## src/rtl/twopin_esc_pkg.sv

```systemverilog
package twopin_esc_pkg;

  typedef enum logic [1:0] {
    ESC_NONE     = 2'd0,
    ESC_SELECT   = 2'd1,
    ESC_DESELECT = 2'd2,
    ESC_RESET    = 2'd3
  } esc_cmd_e;

  // Sampled view of the three link lines.
  typedef struct packed {
    logic trst_n;
    logic ck;
    logic dat;
  } line_t;

  localparam line_t LINE_IDLE = '{trst_n: 1'b1, ck: 1'b1, dat: 1'b1};

  // Map a transition count onto a command; the ranges are half-open.
  function automatic esc_cmd_e classify(input int unsigned n,
                                        input int unsigned sel_min,
                                        input int unsigned desel_min,
                                        input int unsigned rst_min);
    esc_cmd_e c;
    if (n >= rst_min)        c = ESC_RESET;
    else if (n >= desel_min) c = ESC_DESELECT;
    else if (n >= sel_min)   c = ESC_SELECT;
    else                     c = ESC_NONE;
    return c;
  endfunction

endpackage

```

## src/rtl/twopin_esc_sync.sv

```systemverilog
module twopin_esc_sync
  import twopin_esc_pkg::*;
#(
  parameter int STAGES = 2
) (
  input  logic  clk,
  input  logic  rst,
  input  line_t raw,
  output line_t cur,
  output line_t prv
);

  localparam int DEPTH = STAGES + 1;

  line_t chain [DEPTH];

  generate
    for (genvar g = 0; g < DEPTH; g++) begin : g_stage
      if (g == 0) begin : g_first
        always_ff @(posedge clk) begin
          if (rst) chain[g] <= LINE_IDLE;
          else     chain[g] <= raw;
        end
      end else begin : g_next
        always_ff @(posedge clk) begin
          if (rst) chain[g] <= LINE_IDLE;
          else     chain[g] <= chain[g-1];
        end
      end
    end
  endgenerate

  assign cur = chain[STAGES-1];
  assign prv = chain[STAGES];

endmodule

```

## src/rtl/twopin_esc_counter.sv

```systemverilog
module twopin_esc_counter #(
  parameter int SAT   = 8,
  parameter int CNT_W = $clog2(SAT + 1)
) (
  input  logic             clk,
  input  logic             rst,
  input  logic             line_ok,
  input  logic             ck_cur,
  input  logic             ck_prv,
  input  logic             dat_cur,
  input  logic             dat_prv,
  output logic             ck_rise,
  output logic [CNT_W-1:0] pend
);

  localparam logic [CNT_W-1:0] SAT_V = CNT_W'(SAT);

  logic             ck_fall;
  logic             dat_edge;
  logic [CNT_W-1:0] run_cnt;

  assign ck_rise  =  ck_cur & ~ck_prv;
  assign ck_fall  = ~ck_cur &  ck_prv;
  // Count only when the clock line was high in both samples.
  assign dat_edge = ck_cur & ck_prv & (dat_cur ^ dat_prv);

  always_ff @(posedge clk) begin
    if (rst || !line_ok) begin
      run_cnt <= '0;
      pend    <= '0;
    end else if (ck_fall) begin
      pend    <= run_cnt;
      run_cnt <= '0;
    end else if (ck_rise) begin
      pend    <= '0;
    end else if (dat_edge && run_cnt < SAT_V) begin
      run_cnt <= run_cnt + CNT_W'(1);
    end
  end

endmodule

```

## src/rtl/twopin_esc_decode.sv

```systemverilog
module twopin_esc_decode
  import twopin_esc_pkg::*;
#(
  parameter int SEL_MIN   = 4,
  parameter int DESEL_MIN = 6,
  parameter int RST_MIN   = 8,
  parameter int CNT_W     = $clog2(RST_MIN + 1)
) (
  input  logic             clk,
  input  logic             rst,
  input  logic             line_ok,
  input  logic             ck_rise,
  input  logic [CNT_W-1:0] pend,
  output logic             online,
  output logic             cmd_select,
  output logic             cmd_deselect,
  output logic             cmd_reset
);

  esc_cmd_e cmd;

  always_comb begin
    cmd = classify(32'(pend), SEL_MIN, DESEL_MIN, RST_MIN);
  end

  always_ff @(posedge clk) begin
    if (rst || !line_ok) begin
      online       <= 1'b0;
      cmd_select   <= 1'b0;
      cmd_deselect <= 1'b0;
      cmd_reset    <= 1'b0;
    end else begin
      cmd_select   <= 1'b0;
      cmd_deselect <= 1'b0;
      cmd_reset    <= 1'b0;
      if (ck_rise) begin
        unique case (cmd)
          ESC_SELECT: begin
            cmd_select <= 1'b1;
            online     <= 1'b1;
          end
          ESC_DESELECT: begin
            cmd_deselect <= 1'b1;
            online       <= 1'b0;
          end
          ESC_RESET: begin
            cmd_reset <= 1'b1;
            online    <= 1'b0;
          end
          default: ;
        endcase
      end
    end
  end

endmodule

```

## src/rtl/twopin_escape_detector.sv

```systemverilog
module twopin_escape_detector
  import twopin_esc_pkg::*;
#(
  parameter int SYNC_STAGES = 2,
  parameter int SEL_MIN     = 4,
  parameter int DESEL_MIN   = 6,
  parameter int RST_MIN     = 8
) (
  input  logic clk,
  input  logic rst,
  input  logic tck_line,
  input  logic tms_line,
  input  logic trst_line_n,
  output logic online,
  output logic cmd_select,
  output logic cmd_deselect,
  output logic cmd_reset
);

  localparam int CNT_W = $clog2(RST_MIN + 1);

  line_t            raw_s;
  line_t            cur_s;
  line_t            prv_s;
  logic             line_ok;
  logic             ck_rise;
  logic [CNT_W-1:0] pend;

  assign raw_s = '{trst_n: trst_line_n, ck: tck_line, dat: tms_line};
  // Line reset releases only after two consecutive high samples.
  assign line_ok = cur_s.trst_n & prv_s.trst_n;

  twopin_esc_sync #(.STAGES(SYNC_STAGES)) u_sync (
    .clk (clk),
    .rst (rst),
    .raw (raw_s),
    .cur (cur_s),
    .prv (prv_s)
  );

  twopin_esc_counter #(.SAT(RST_MIN), .CNT_W(CNT_W)) u_count (
    .clk     (clk),
    .rst     (rst),
    .line_ok (line_ok),
    .ck_cur  (cur_s.ck),
    .ck_prv  (prv_s.ck),
    .dat_cur (cur_s.dat),
    .dat_prv (prv_s.dat),
    .ck_rise (ck_rise),
    .pend    (pend)
  );

  twopin_esc_decode #(
    .SEL_MIN   (SEL_MIN),
    .DESEL_MIN (DESEL_MIN),
    .RST_MIN   (RST_MIN),
    .CNT_W     (CNT_W)
  ) u_decode (
    .clk          (clk),
    .rst          (rst),
    .line_ok      (line_ok),
    .ck_rise      (ck_rise),
    .pend         (pend),
    .online       (online),
    .cmd_select   (cmd_select),
    .cmd_deselect (cmd_deselect),
    .cmd_reset    (cmd_reset)
  );

endmodule

```

## config.mk

```make
export PLATFORM = sky130hd
export DESIGN_NAME = twopin_escape_detector
export DESIGN_NICKNAME = d
export VERILOG_FILES = /design/src/rtl/twopin_esc_pkg.sv /design/src/rtl/twopin_esc_sync.sv /design/src/rtl/twopin_esc_counter.sv /design/src/rtl/twopin_esc_decode.sv /design/src/rtl/twopin_escape_detector.sv
export SDC_FILE = /design/constraint.sdc
export NUM_CORES = 1
export LEC_CHECK = 0
export BUFFER_PORTS_ARGS = -buffer_cell sky130_fd_sc_hd__clkbuf_2
export CAP_MARGIN = 20
export CORE_MARGIN = 5
export CORE_UTILIZATION = 50
export DETAILED_ROUTE_END_ITERATION = 8
export GPL_TIMING_DRIVEN = 0
export PLACE_DENSITY = 0.7
export SYNTH_ARGS = -nofsm -noshare
export SYNTH_HDL_FRONTEND = slang
export SYNTH_HIERARCHICAL = 1
export SYNTH_SLANG_ARGS = --single-unit
```

## constraint.sdc

```tcl
create_clock -name clk -period 1.4 [get_ports clk]
set_input_delay 0.07 -clock clk [delete_from_list [all_inputs] [get_ports clk]]
set_output_delay 0.07 -clock clk [all_outputs]
set_load 0.03 [all_outputs]
```

# == Word-level counts from Yosys, hierarchy flattened ==
# Memory sizes are Yosys's and may differ from the RTL's.
# Index checks and enable logic that the tools add are counted.
# classes
n_addsub,1
n_lt_le_gt_ge,4
n_eq_ne,3
muxes,15
n_bitwise,12
n_reduce_logical,10
# op_table
cell,count
3-bit 2-to-1 mux,3
4-bit by 3-bit greater-or-equal comparator with 1-bit output (second input constant),2
4-bit 2-to-1 mux,2
1-bit 2-to-1 mux,7
2-bit OR reduction,3
1-bit AND,5
4-bit by 1-bit adder with 4-bit output (second input constant),1
2-bit equality test (second input constant),2
4-bit greater-or-equal comparator (second input constant),1
4-bit less-than comparator (second input constant),1
2-bit 2-to-1 mux,2
2-bit AND reduction,2
2-bit nonzero test,2
1-bit inverter,3
1-bit OR,3
2-bit by 1-bit equality test with 1-bit output (second input constant),1
1-bit case mux with 2 select lines,1
1-bit logical AND,1
1-bit logical NOT,1
1-bit logical OR,1
1-bit XOR,1
# totals
regBits,12
ramBits,9
input_bits,5
out_inout_bits,4
elab_cells,52
mem_count,1
# memory_table
memory,words,word_bits,rd,rd_clocked_by_memory_dff,write_ports,line,rtl
u_sync.chain,3,3,3,0,3,twopin_esc_sync.sv:15,line_t chain [DEPTH];

# == Longest topological paths before layout ==
# Gate-level depths: netlist of run 1.
# depth
word_depth,8
depth_mapped,5
ltp_nobuf,5

# == Hierarchy ==
# The synthesis of run 1 kept the hierarchy.
# by_module_without_submodules
mod,n_inst,cells_each,area_per_inst_um2,seq_area_each_um2
twopin_esc_counter,1,44,405.4,160.2
twopin_esc_sync,1,18,236.5,180.2
twopin_esc_decode,1,13,155.1,80.1
twopin_escape_detector,1,1,6.3,0.0

# == Least setup slack after synthesis of run 1 ==
# No wires, ideal clock.
# synth_path
path_type,register to register
startpoint,memory u_sync/chain[1][1] (netlist name)
endpoint,register u_count.run_cnt[3]
setup_time_ns,0.069
arrival_time_ns,1.158
required_ns,1.331
path_slack_ns,0.173
path_stages_with_launch,6
path_buffers,0
period_less_slack_ns,1.227
cell_sequence,dfxtp_1 inv_1 ha_1 nor3b_4 nand4_1 o21ai_1
# synth_lines
item,line,rtl
from (decl),twopin_esc_sync.sv:15,
to (signal assigned),twopin_esc_counter.sv:37,run_cnt <= run_cnt + CNT_W'(1);
to (decl),twopin_esc_counter.sv:20,logic [CNT_W-1:0] run_cnt;

==> reports/qor.yml, run 1 <==
clocking:
  cts_sinks: 20
  cts_tree: "yes"
  cts_setup_buffers: 0
  ctsHtreeMaxLevel: 1
  path_clk_slew_ns: 0.10
  cts_max_path_buffers: 2
  numCtsBuffers: 3
  insertion_delay_ns: 0.29
  clock_tree.root_cell: "clkbuf_4"
worst_setup_path:
  cp-end-kind: "register"
  reg2reg_depth: 5
  critPathArrivalTime_ns: 1.47
  worst-path-max-fanout: 4
  cp_num_buf_inv: 1
  crit_required_ns: 1.59
  crit_cells: 5
  worstPathCellList: "inv_1, ha_1, nor3b_2, nand3_1, mux2i_1"
  cp_top_family: "flip-flops"
  worstSetupStartpointType: "register"
  crit_type: "reg2reg"
  critPathSlowestCell: "dfxtp_1"
  slowest_delay_ns: 0.37
global_routing:
  antenna_found_initial: 0
  grt_overflow_total: 0
  first_global_vias: 489
  grt_pass1_wl_um: 1990
  track_usage_pct: 11.0
  grt_max_degree: 13
logic_synthesis:
  syn-cell-area_sq_um: 767
  ys_warn_count: 6
  avgSynthCellArea_sq_um: 10.7
  synth_cells: 72
  syn_nets: 81
detailed_routing:
  wl_per_cell_um: 11.0
  dr_total_vias: 509
  drc: 0
  dr.pass1.iters: 1
  drt_iter0_drc: 0
  via_per_inst: 4.99
  drt-total-wl_um: 1130
  detail-route-antenna-nets: 0
floorplanning:
  die_x_um: 49.2
  die_h_um: 49.2
  row_count: 14
  start_util_pct: 51.5
  coreArea_sq_mm: 0.00149
  die_area_sq_mm: 0.00242
  io_pins: 9
layout:
  fin_util_pct: 59.8
  fin_nets: 97
  n_antenna_cell: 0
  final_area_sq_um: 891
  areaGrowthSynthToFinish_pct: 16.1
  drive_gt1_share_pct: 23.3
sta:
  hold_slack_ns: 0.153
  setup_tns_ns: 0
  setup_viol: 0
  setup_slack_ns: 0.120
  relSlewSlack_pct: 77.6
  skew_ns: 0.00459
  worst_slew_pin_slew_ns: 0.336
  finalCriticalPeriod_ns: 1.28
  finalHoldViolations: 0
  fmax_mhz: 781
  slew_violations: 0
  post-route-period-util_pct: 91.4
pwr:
  power.internal_mw: 0.716
  p_leak_nw: 0.398
  swShare_pct: 21.3
  p_comb_share_pct: 7.5
  peakVddDrop_uv: 595
  netSwitchingPower_mw: 0.194
  powerDensity_mw_per_mm2: 1020
  pwr-share-seq_pct: 64.4
  power_frac_clock_pct: 28.1
min_path:
  min_path_type: "in2reg"
  min_path_cells: 2
placement:
  dp_hpwl_um: 841
  dpl-instance-area_sq_um: 827
  portBuffers: 8
  dp_slack_ns: 0.0340
  gp_congestion: 0.781
flow_run:
  maxCapViolCount: 0
run_status:
  status: "finished clean"
-- routing by layer --
layer | track usage (%) | up-vias | wire (um)
li1 | - | 269 | -
met1 | 11.4 | 226 | 485
met2 | 17.6 | 9 | 538
met3 | 5.50 | 5 | 71
met4 | 6.73 | 0 | 29
met5 | 0 | - | 0
-- through the flow --
stage | std cells | total power, mW
floorplan | 72 | 0.642
global placement | 96 | 0.658
detailed placement | 96 | 0.659
CTS | 102 | 0.922
global route | 102 | 0.967
finish | 102 | 0.911
-- state kept, by name, summed over array words and instances (netlist names) --
| register | count |
|---|---|
| u_sync/chain | 9 |
| u_count/pend | 3 |
| u_count/run_cnt | 4 |
| u_decode/cmd_select | 1 |
| u_decode/online | 1 |
| u_decode/cmd_deselect | 1 |
| u_decode/cmd_reset | 1 |
-- placed cells by master, fill, tap and decap left out --
master and n:
dfxtp_2 1, nor2b_4 1, dfxtp_1 19, nor3b_2 1, xor2_1 1, nand2_1 8, or2_1 9, nor3b_4 1
and3_2 1, clkbuf_2 8, o21ai_1 1, nor2_1 2, and2_1 1, ha_1 3, nand2_2 1, nand4_1 1
nand3b_1 3, o21ai_2 1, nand3_1 2, nand2b_1 3, mux2i_1 3, inv_1 3, a21oi_1 3, clkbuf_4 3
o21ai_0 1, ha_2 1, dlygate4sd3_1 3, nand4b_4 1
-- final timing paths --
path / from / end / slack (ns)
max reg2reg: u_sync/chain[2][1] / u_count/run_cnt[2] / 0.12
min: rst / u_sync/chain[2][1] / 0.15
min reg2reg: u_sync/chain[0][0] / u_sync/chain[1][0] / 0.41
max: u_sync/chain[2][1] / u_count/run_cnt[2] / 0.12
-- power by group through the flow --
stage                     registers, mW  logic (mW)  clock network [mW]
after floorplan                   0.598      0.0431                   0
after global placement            0.600      0.0580                   0
after detailed placement          0.600      0.0592                   0
after CTS                         0.587      0.0657               0.269
after global routing              0.589      0.0773               0.301
final                             0.587      0.0679               0.256
-- what timing repair did --
| item | in CTS | in global routing |
|---|---|---|
| gates resized for setup | 0 | 4 |
| hold endpoints to repair | 3 | 0 |
| endpoints found under the setup margin | 0 | 4 |
| hold buffers | 3 | 0 |
-- final cells by class --
class                      instances  area, sq um
clock buffer                       3         22.5
fill                             115          598
inverter                           3         11.3
multi-input combinational         49          365
sequential                        20          402
tap                               16         20.0
timing repair buffer              11         70.1
(Power assumes the default switching activity.)
==> run 2, diff against run 1 <==
CORE_UTILIZATION = 54   (was 50)
MAX_ROUTING_LAYER = met4   (was default)
PLACE_DENSITY = 0.74   (was 0.7)
clock period = 1.3 ns   (was 1.4 ns; I/O delays follow)
==> run 2 against run 1 <==
Via count shrank 0.79%. Setup slack lost 0.069 ns. Non-clock buffer count is the same. Largest cell class unchanged. Highest routed layer unchanged. Clock power grew 38%.
==> reports/qor.yml, run 2 (synthesized netlist as in run 1, its figures left out) <==
floorplanning:
  die_x_um: 47.7
  die_area_sq_mm: 0.00227
  io_pins: 9
  coreArea_sq_mm: 0.00132
  row_count: 13
  start_util_pct: 58.2
  die_h_um: 47.7
global_routing:
  grt_max_degree: 13
  grt_overflow_total: 0
  first_global_vias: 454
  antenna_found_initial: 0
  track_usage_pct: 13.1
  grt_pass1_wl_um: 1950
detailed_routing:
  wl_per_cell_um: 10.8
  dr.pass1.iters: 4
  drt-total-wl_um: 1110
  drt_iter0_drc: 10
  via_per_inst: 4.95
  detail-route-antenna-nets: 0
  drc: 0
  dr_total_vias: 505
pwr:
  power.internal_mw: 0.836
  finalPower_mw: 1.06
  power_frac_clock_pct: 33.2
  p_leak_nw: 0.404
  p_comb_share_pct: 7.2
  pwr-share-seq_pct: 59.6
  swShare_pct: 21.1
  peakVddDrop_uv: 941
  netSwitchingPower_mw: 0.224
  powerDensity_mw_per_mm2: 1150
sta:
  finalHoldViolations: 0
  setup_viol: 0
  setup_slack_ns: 0.0507
  finalCriticalPeriod_ns: 1.25
  slew_violations: 0
  fmax_mhz: 800
  skew_ns: 0.0110
  post-route-period-util_pct: 96.1
  rsz0062_at_grt: "yes"
  worst_slew_pin_slew_ns: 0.332
  hold_slack_ns: 0.136
  relSlewSlack_pct: 77.9
worst_setup_path:
  worstSetupStartpointType: "register"
  cp_top_family: "flip-flops"
  critPathArrivalTime_ns: 1.44
  crit_required_ns: 1.49
  critPathSlowestCell: "dfxtp_2"
  cp-end-kind: "register"
  crit_type: "reg2reg"
  slowest_delay_ns: 0.38
  worstPathCellList: "inv_1, ha_2, nor3b_2, nand3_1, mux2i_1"
  worst-path-max-fanout: 4
  cp_num_buf_inv: 1
layout:
  reg_top3: "u_sync/chain x9, u_count/run_cnt x4, u_count/pend x3"
  fin_nets: 97
  n_antenna_cell: 0
  final_common_cell: "dfxtp_1"
  largest_register: "u_sync/chain"
  areaGrowthSynthToFinish_pct: 19.9
  final_cell_mix: "dfxtp_1 (18), or2_1 (9), clkbuf_2 (8), nand2_1 (8)"
  drive_gt1_share_pct: 27.6
  largest_register_ffs: 9
clocking:
  numCtsBuffers: 3
  cts_max_path_buffers: 2
  path_clk_slew_ns: 0.12
  cts_tree: "yes"
  insertion_delay_ns: 0.29
  cts_sinks: 20
  clock_tree.root_cell: "clkbuf_4"
  ctsHtreeMaxLevel: 1
min_path:
  min_path_type: "in2reg"
placement:
  dp_hpwl_um: 737
  gp_congestion: 0.786
  dp_slack_ns: -0.0263
  portBuffers: 8
run_status:
  status: "finished clean"
flow_run:
  maxCapViolCount: 0
==> run 2: cell type report <==
type / count / area (sq um)
multi-input combinational: 49 / 378
sequential: 20 / 405
inverter: 3 / 11.3
tap: 15 / 18.8
timing repair buffer: 11 / 70.1
fill: 99 / 398
clock buffer: 4 / 36.3
==> run 2: timing repair <==
| item | in CTS | in global routing |
|---|---|---|
| buffers inserted | 0 | 0 |
| endpoints found under the setup margin | 4 | 4 |
| hold buffers | 3 | 0 |
| pin swaps | 1 | 5 |
| resized for setup | 3 | 6 |
| endpoints found under the hold margin | 3 | 0 |
==> run 2: worst register-to-register path, stage by stage (launching register included) <==
cell and delay [ns]:
dfxtp_2 0.38, inv_1 0.06, ha_2 0.21, nor3b_2 0.23
nand3_1 0.13, mux2i_1 0.13
==> run 2: per-layer routing <==
layer  vias up  wire, um  global-route usage, %
met5         -         0                      -
met1       219       505                   18.2
met3         2        82                   4.51
met4         0        16                   8.06
li1        267         -                      -
met2        17       501                   15.8
==> run 2: through the flow <==
| stage | TNS [ns] | instances | instance area [sq um] | utilization (%) |
|---|---|---|---|---|
| after detailed placement | -0.0552 | 95 | 826 | 62.7 |
| after global routing | -0.00332 | 102 | 920 | 69.8 |
| final | 0 | 102 | 920 | 69.8 |
| after CTS | 0 | 102 | 901 | 68.4 |
| after floorplan | 0 | 72 | 767 | - |
| after global placement | -0.0216 | 95 | 826 | 62.7 |
==> run 2: power groups by stage <==
stage / Combinational, mW / Sequential (mW) / Clock, mW
floorplan: 0.0464 / 0.645 / 0
global placement: 0.0621 / 0.646 / 0
detailed placement: 0.0632 / 0.646 / 0
CTS: 0.0717 / 0.632 / 0.366
global route: 0.0847 / 0.634 / 0.405
finish: 0.0765 / 0.632 / 0.352
==> run 2: path summary, 6_finish.rpt <==
| check | from | to | slack (ns) | depth (start not counted) |
|---|---|---|---|---|
| min | rst | u_sync/chain[2][1] | 0.14 | 2 |
| min reg2reg | u_sync/chain[0][0] | u_sync/chain[1][0] | 0.41 | 1 |
| max reg2reg | u_sync/chain[2][1] | u_count/run_cnt[2] | 0.05 | 5 |
| max | u_sync/chain[2][1] | u_count/run_cnt[2] | 0.05 | 5 |
